### config.mk
export PLATFORM = sky130hd
export DESIGN_NAME = alu_unit
export DESIGN_NICKNAME = d
export VERILOG_FILES = /design/src/rtl/alu_pkg.sv /design/src/rtl/alu_op_decode.sv /design/src/rtl/alu_core.sv /design/src/rtl/alu_zero_detect.sv /design/src/rtl/alu_unit.sv
export SDC_FILE = /design/constraint.sdc
export NUM_CORES = 1
export LEC_CHECK = 0
export BUFFER_PORTS_ARGS = -buffer_cell sky130_fd_sc_hd__buf_2
export CAP_MARGIN = 20
export CORE_MARGIN = 1.5
export CORE_UTILIZATION = 55
export DETAILED_ROUTE_END_ITERATION = 6
export PLACE_DENSITY = 0.8
export SYNTH_ARGS = -nofsm -noshare
export SYNTH_HDL_FRONTEND = slang
export SYNTH_SLANG_ARGS = --single-unit
### constraint.sdc
create_clock -name vclk -period 3.5
set_input_delay 0.35 -clock vclk [all_inputs]
set_output_delay 0.35 -clock vclk [all_outputs]
set_load 0.05 [all_outputs]
### src/rtl/alu_pkg.sv
package alu_pkg;
    typedef enum logic [3:0] {
        ALU_AND = 4'b0000,
        ALU_OR  = 4'b0001,
        ALU_ADD = 4'b0010,
        ALU_SUB = 4'b0110,
        ALU_SLT = 4'b0111,
        ALU_NOR = 4'b1100
    } alu_op_e;

    typedef enum logic [1:0] {
        CLS_MEM    = 2'b00,
        CLS_BRANCH = 2'b01,
        CLS_REG    = 2'b10,
        CLS_RSVD   = 2'b11
    } alu_cls_e;

    localparam logic [5:0] FN_ADD = 6'b100000;
    localparam logic [5:0] FN_SUB = 6'b100010;
    localparam logic [5:0] FN_AND = 6'b100100;
    localparam logic [5:0] FN_OR  = 6'b100101;
    localparam logic [5:0] FN_NOR = 6'b100111;
    localparam logic [5:0] FN_SLT = 6'b101010;
endpackage

### src/rtl/alu_op_decode.sv
module alu_op_decode
    import alu_pkg::*;
#(
    parameter int FN_W = 6
) (
    input  logic [1:0]      cls_i,
    input  logic [FN_W-1:0] funct_i,
    output alu_op_e         op_o
);
    alu_op_e fn_op_d;
    alu_op_e op_d;

    always_comb begin
        case (funct_i)
            FN_ADD:  fn_op_d = ALU_ADD;
            FN_SUB:  fn_op_d = ALU_SUB;
            FN_AND:  fn_op_d = ALU_AND;
            FN_OR:   fn_op_d = ALU_OR;
            FN_NOR:  fn_op_d = ALU_NOR;
            FN_SLT:  fn_op_d = ALU_SLT;
            default: fn_op_d = ALU_ADD;
        endcase
    end

    always_comb begin
        case (alu_cls_e'(cls_i))
            CLS_MEM:    op_d = ALU_ADD;
            CLS_BRANCH: op_d = ALU_SUB;
            CLS_REG:    op_d = fn_op_d;
            default:    op_d = ALU_ADD;
        endcase
    end

    assign op_o = op_d;

    always_comb begin
        if (cls_i == 2'b00) assert_mem_add_R2: assert (op_o == ALU_ADD);
        if (cls_i == 2'b01) assert_branch_sub_R3: assert (op_o == ALU_SUB);
        if (cls_i == 2'b11) assert_rsvd_add_R5: assert (op_o == ALU_ADD);
    end
endmodule

### src/rtl/alu_core.sv
module alu_core
    import alu_pkg::*;
#(
    parameter int WIDTH = 32
) (
    input  alu_op_e          op_i,
    input  logic [WIDTH-1:0] a_i,
    input  logic [WIDTH-1:0] b_i,
    output logic [WIDTH-1:0] res_o
);
    logic [WIDTH-1:0] sum_d;
    logic [WIDTH-1:0] diff_d;
    logic             lt_d;
    logic [WIDTH-1:0] res_d;

    assign sum_d  = a_i + b_i;
    assign diff_d = a_i - b_i;
    assign lt_d   = $signed(a_i) < $signed(b_i);

    always_comb begin
        case (op_i)
            ALU_AND: res_d = a_i & b_i;
            ALU_OR:  res_d = a_i | b_i;
            ALU_ADD: res_d = sum_d;
            ALU_SUB: res_d = diff_d;
            ALU_SLT: res_d = {{(WIDTH-1){1'b0}}, lt_d};
            ALU_NOR: res_d = ~(a_i | b_i);
            default: res_d = sum_d;
        endcase
    end

    assign res_o = res_d;

    always_comb begin
        if (op_i == ALU_SLT) assert_slt_bool_R7: assert (res_o[WIDTH-1:1] == '0);
        if (op_i == ALU_AND) assert_and_subset_R8: assert ((res_o & ~b_i) == '0);
        if (op_i == ALU_OR)  assert_or_cover_R8: assert ((res_o & a_i) == a_i);
        if (op_i == ALU_NOR) assert_nor_disjoint_R8: assert ((res_o & b_i) == '0);
        if (op_i == ALU_SUB) assert_sub_inverse_R6: assert (res_o + b_i == a_i);
    end
endmodule

### src/rtl/alu_zero_detect.sv
module alu_zero_detect #(
    parameter int WIDTH = 32
) (
    input  logic [WIDTH-1:0] val_i,
    output logic             zero_o
);
    assign zero_o = ~(|val_i);
endmodule

### src/rtl/alu_unit.sv
module alu_unit
    import alu_pkg::*;
#(
    parameter int WIDTH = 32,
    parameter int FN_W  = 6
) (
    input  logic [1:0]       cls_i,
    input  logic [FN_W-1:0]  funct_i,
    input  logic [WIDTH-1:0] a_i,
    input  logic [WIDTH-1:0] b_i,
    output logic [3:0]       op_o,
    output logic [WIDTH-1:0] result_o,
    output logic             zero_o
);
    alu_op_e op_d;

    alu_op_decode #(.FN_W(FN_W)) u_dec (
        .cls_i   (cls_i),
        .funct_i (funct_i),
        .op_o    (op_d)
    );

    alu_core #(.WIDTH(WIDTH)) u_core (
        .op_i  (op_d),
        .a_i   (a_i),
        .b_i   (b_i),
        .res_o (result_o)
    );

    alu_zero_detect #(.WIDTH(WIDTH)) u_zero (
        .val_i  (result_o),
        .zero_o (zero_o)
    );

    assign op_o = op_d;

    always_comb begin
        if (cls_i == 2'b01) assert_branch_eq_R9: assert (zero_o == (a_i == b_i));
        if (zero_o) assert_zero_empty_R9: assert (result_o == '0);
    end
endmodule

==> results of run 1 <==
==> timing repair <==
| item | 4_1_cts |
|---|---|
| pin swaps | 29 |
| setup buffers | 32 |
| gates resized for setup | 104 |
| setup endpoints to repair | 19 |
==> metrics by stage <==
| stage | util, % | instances |
|---|---|---|
| floorplan | - | 938 |
| global placement | 88.29 | 1517 |
| detailed placement | 88.29 | 1517 |
| CTS | 94.35 | 1549 |
==> synth_stat cells (5+ instances only) <==
cell type	n	area (um^2)
nand4_1	7	43.79
o311ai_0	7	61.31
xnor2_1	8	70.07
o221ai_1	8	70.07
a31oi_1	14	87.58
a2111oi_0	7	61.31
or4_1	8	60.06
nor3b_1	5	37.54
ha_1	98	1226
nand3_1	22	110.1
or3_1	8	50.05
a221o_1	12	120.1
nor2_1	80	300.3
inv_1	102	382.9
nor2b_1	16	100.1
o21bai_1	10	75.07
clkbuf_1	25	93.84
buf_2	20	100.1
buf_1	5	18.77
a32o_1	6	60.06
o211ai_1	12	90.09
a211oi_1	26	195.2
o2111ai_1	5	43.79
o21ai_0	57	285.3
and2_1	6	37.54
nand2b_1	19	118.9
nor3_1	25	125.1
o31ai_1	21	157.7
nor4_1	17	106.4
nand2_1	74	277.8
a21oi_1	77	385.4
a21o_1	18	135.1
mux2i_1	11	110.1
and3_1	5	31.28
==> per-layer routing <==
metal  GRT usage, %  overflow
met3          75.37         7
met1          83.04        10
met2          103.0       168
met5          49.11         2
met4          94.17        90
==> logic make-up after synthesis <==
| logic type | Yosys count |
|---|---|
| AOI/OAI and AO/OA | 336 |
| xor gates and xnor gates | 11 |
| adders and majority gates | 100 |
| buffers and inverters | 157 |
| muxes | 11 |
| and+or+nand+nor | 323 |
==> flow_metrics.env, run 1 <==
export IMPL_synth_compound_area_share_pct=38.34
export IMPL_error_line="[ERROR GRT-0116] Global routing finished with congestion. Check the congestion regions in the DRC Viewer."
export IMPL_hpwl_um=24800
export IMPL_status="aborted with a tool error"
export IMPL_first_global_vias=14090
export IMPL_rows=38
export IMPL_die_y_um=109.0
export IMPL_groute_usage_overall_pct=87.57
export IMPL_gp_congestion=1.139
export IMPL_start_util_pct=56.73
export IMPL_synthXorXnorAreaFrac_pct=1.560
export IMPL_haltStage="global routing (5_1_grt)"
export IMPL_synth_simple_area_share_pct=27.45
export IMPL_synth_nets=1110
export IMPL_yosysWarnings=0
export IMPL_synth_adder_area_share_pct=20.50
export IMPL_dp_slack_ps=-1120
export IMPL_die_w_um=109.0
export IMPL_synth_seq_area_share_pct=0
export IMPL_grt_ovfl_total=277
export IMPL_synth_top_family_by_area="compound AO/OA/AOI/OAI gates"
export IMPL_synth_area_um2=6177
export IMPL_avgSynthCellArea_um2=6.585
export IMPL_grt_max_degree=14
export IMPL_muxShareOfSynthArea_pct=1.782
export IMPL_placedInstanceArea_um2=9613
export IMPL_grt_pass1_wl_um=80760
export IMPL_io_buffers=109
export IMPL_cts_hold_buf=0
export IMPL_io_pins=109
export IMPL_synth_cell_types=90
export IMPL_synthCells=938
==> inputs of run 2 (changes only) <==
Settings changed: CORE_UTILIZATION 55 to 40, PLACE_DENSITY 0.8 to unset, PLACE_DENSITY_LB_ADDON set to 0.15.
Clock period 3.5 ns to 4.5 ns, I/O delays scaled along.
==> run 2 against run 1 <==
Net effect:
- the run now ends clean
- synthesized cell count did not move
- area after synthesis did not move
==> flow_metrics.env, run 2 <==
export IMPL_groute_usage_overall_pct=29.97
export IMPL_synth_top_area_share_pct=19.85
export IMPL_max_freq_mhz=223.6
export IMPL_critPathCaptureType="output port"
export IMPL_p_per_area_nw_per_um2=180.5
export IMPL_irDropWorstVdd_mv=0.1050
export IMPL_drive_gt1_share_pct=34.42
export IMPL_layout_common_cells="230 x buf_4, 107 x buf_2, 99 x inv_1, 86 x ha_1, 79 x nor2_1"
export IMPL_placedInstanceArea_um2=8338
export IMPL_synthToLayoutAreaGrowth_pct=44.72
export IMPL_maxCapViolations=0
export IMPL_core_region_area_um2=15150
export IMPL_wl_per_cell_um=18.05
export IMPL_hpwl_um=20690
export IMPL_synth_top_cells_by_area="ha_1 20%, a21oi_1 6.2%, inv_1 6.2%"
export IMPL_clkbuf_count=0
export IMPL_routed_wirelength_um=25580
export IMPL_internal_power_uw=638.6
export IMPL_avgSynthCellArea_um2=6.585
export IMPL_dr_pass1_iters=6
export IMPL_fin_tns_setup_ps=0
export IMPL_seqCellArea_um2=0
export IMPL_critical_path_top_cell_by_count="buf_4"
export IMPL_nets=1403
export IMPL_rows=45
export IMPL_synth_nets=1110
export IMPL_synthCells=938
export IMPL_grt_pass1_wl_um=39610
export IMPL_comb_power_share_pct=100.0
export IMPL_switchingPower_uw=975.4
export IMPL_cpPeakStageDelay_ps=510
export IMPL_critPathLaunchType="primary input"
export IMPL_design_area_um2=8940
export IMPL_cp_slowest_cell="or4b_4"
export IMPL_io_buffers=109
export IMPL_dieArea_um2=16200
export IMPL_antenna_found_initial=0
export IMPL_cp_max_fo=2
export IMPL_worst_path_buf_inv=20
export IMPL_relSlewSlack_pct=49.47
export IMPL_synth_cell_types=90
export IMPL_hold_viol_final=0
export IMPL_grt_ovfl_total=0
export IMPL_ant_nets=0
export IMPL_worst_pin_slew_ps=751.0
export IMPL_die_y_um=127.3
export IMPL_vias_per_cell=5.965
export IMPL_crit_family="buffers and inverters"
export IMPL_io_pins=109
export IMPL_arrival_ps=4020
export IMPL_yosysWarnings=0
export IMPL_gp_congestion=0.9888
export IMPL_finalMaxSlewViolations=0
export IMPL_drt_iter0_markers=964
export IMPL_synth_seq_area_share_pct=0
export IMPL_critical_path_class="in2out"
export IMPL_post_synth_top_area_cell="ha_1"
export IMPL_p_leak_nw=4.329
export IMPL_status="complete, no violations"
export IMPL_hold_ws_ps=1504
export IMPL_post_route_period_util_pct=99.39
export IMPL_seq_cells=0
export IMPL_synth_most_common_cell="inv_1"
export IMPL_start_util_pct=40.78
export IMPL_first_global_vias=7672
export IMPL_vias=8453
export IMPL_die_w_um=127.3
export IMPL_grt_max_degree=34
export IMPL_min_path_type="in2out"
export IMPL_critical_path_required_ps=4050
export IMPL_drc=0
export IMPL_synth_common_cells="102 x inv_1, 98 x ha_1, 80 x nor2_1, 77 x a21oi_1, 74 x nand2_1"
export IMPL_antennaDiodeCount=0
export IMPL_synth_area_um2=6177
export IMPL_fin_crit_ps=4473
export IMPL_layout_commonest_cell="buf_4"
export IMPL_clkPwrFrac_pct=0
export IMPL_p_seq_share_pct=0
export IMPL_finalSetupViolations=0
export IMPL_p_sw_share_pct=60.43
run 2: cell counts after synthesis:
Identical to the previous run, type by type.
run 2: what timing repair did:
item | in CTS | in global routing
endpoints found under the setup margin | 1 | 1
pin swaps | 20 | 17
gates resized for setup | 27 | 54
buffers inserted | 25 | 4
hold buffers | 0 | 0
run 2: final timing paths:
path                 start       to  slack, ps  cells past startpoint
hold / removal    cls_i[1]  op_o[2]       1500                      4
setup / recovery    a_i[0]   zero_o         30                     28
run 2: logic make-up (layout without fill, tap and decap cells):
logic type | count (synthesis) | count (layout) | synth area share [%]
muxes | 11 | 11 | 1.783
xor gates and xnor gates | 11 | 11 | 1.560
adders and majority gates | 100 | 100 | 20.50
AOI/OAI and AO/OA | 336 | 336 | 38.34
and+or+nand+nor | 323 | 323 | 27.45
buffers and inverters | 157 | 448 | 10.37
run 2: area by class of cell:
| class | instances | area (um^2) |
|---|---|---|
| inverter | 103 | 394.1 |
| timing repair buffer | 345 | 2387 |
| multi-input combinational | 781 | 5923 |
| tap | 188 | 235.2 |
| fill | 1502 | 6206 |
run 2: metrics by stage:
| stage | std cells | worst slack, ps | power (mW) | utilization (%) |
|---|---|---|---|---|
| 6_report | 1417 | 27.36 | 1.614 | 59.03 |
| 5_1_grt | 1417 | -48.28 | 1.715 | 59.03 |
| 2_1_floorplan | 938 | -194.6 | 0.9111 | - |
| 4_1_cts | 1413 | 0.3944 | 1.529 | 56.98 |
| 3_3_place_gp | 1389 | -141.1 | 1.482 | 55.05 |
| 3_5_place_dp | 1389 | -137.0 | 1.483 | 55.05 |
run 2: tightest hold or removal path: cells and delay by family:
| family | cells | cell delay [ps] |
|---|---|---|
| AO/OA/AOI/OAI | 1 | 60 |
| adder cells (fa/ha/maj) | 1 | 250 |
| buffers and inverters | 2 | 290 |
run 2: power by group through the flow:
| stage | clock [mW] | sequential (mW) | combinational, mW |
|---|---|---|---|
| final | 0 | 0 | 1.61 |
| after global routing | 0 | 0 | 1.72 |
| after CTS | 0 | 0 | 1.53 |
| after detailed placement | 0 | 0 | 1.48 |
| after global placement | 0 | 0 | 1.48 |
| after floorplan | 0 | 0 | 0.911 |
run 2: layer usage:
layer  wire (um)  track usage [%]  share of wire, %  vias to the layer above
li1            -                -                 -                     4061
met1       11060            40.93                43                     3890
met2       11540            50.05                45                      423
met3        1974            2.219               7.7                       79
met4         993            9.693               3.9                        0
met5           0                0                 0                        -
No activity file was read; power rests on OpenSTA's default activity.
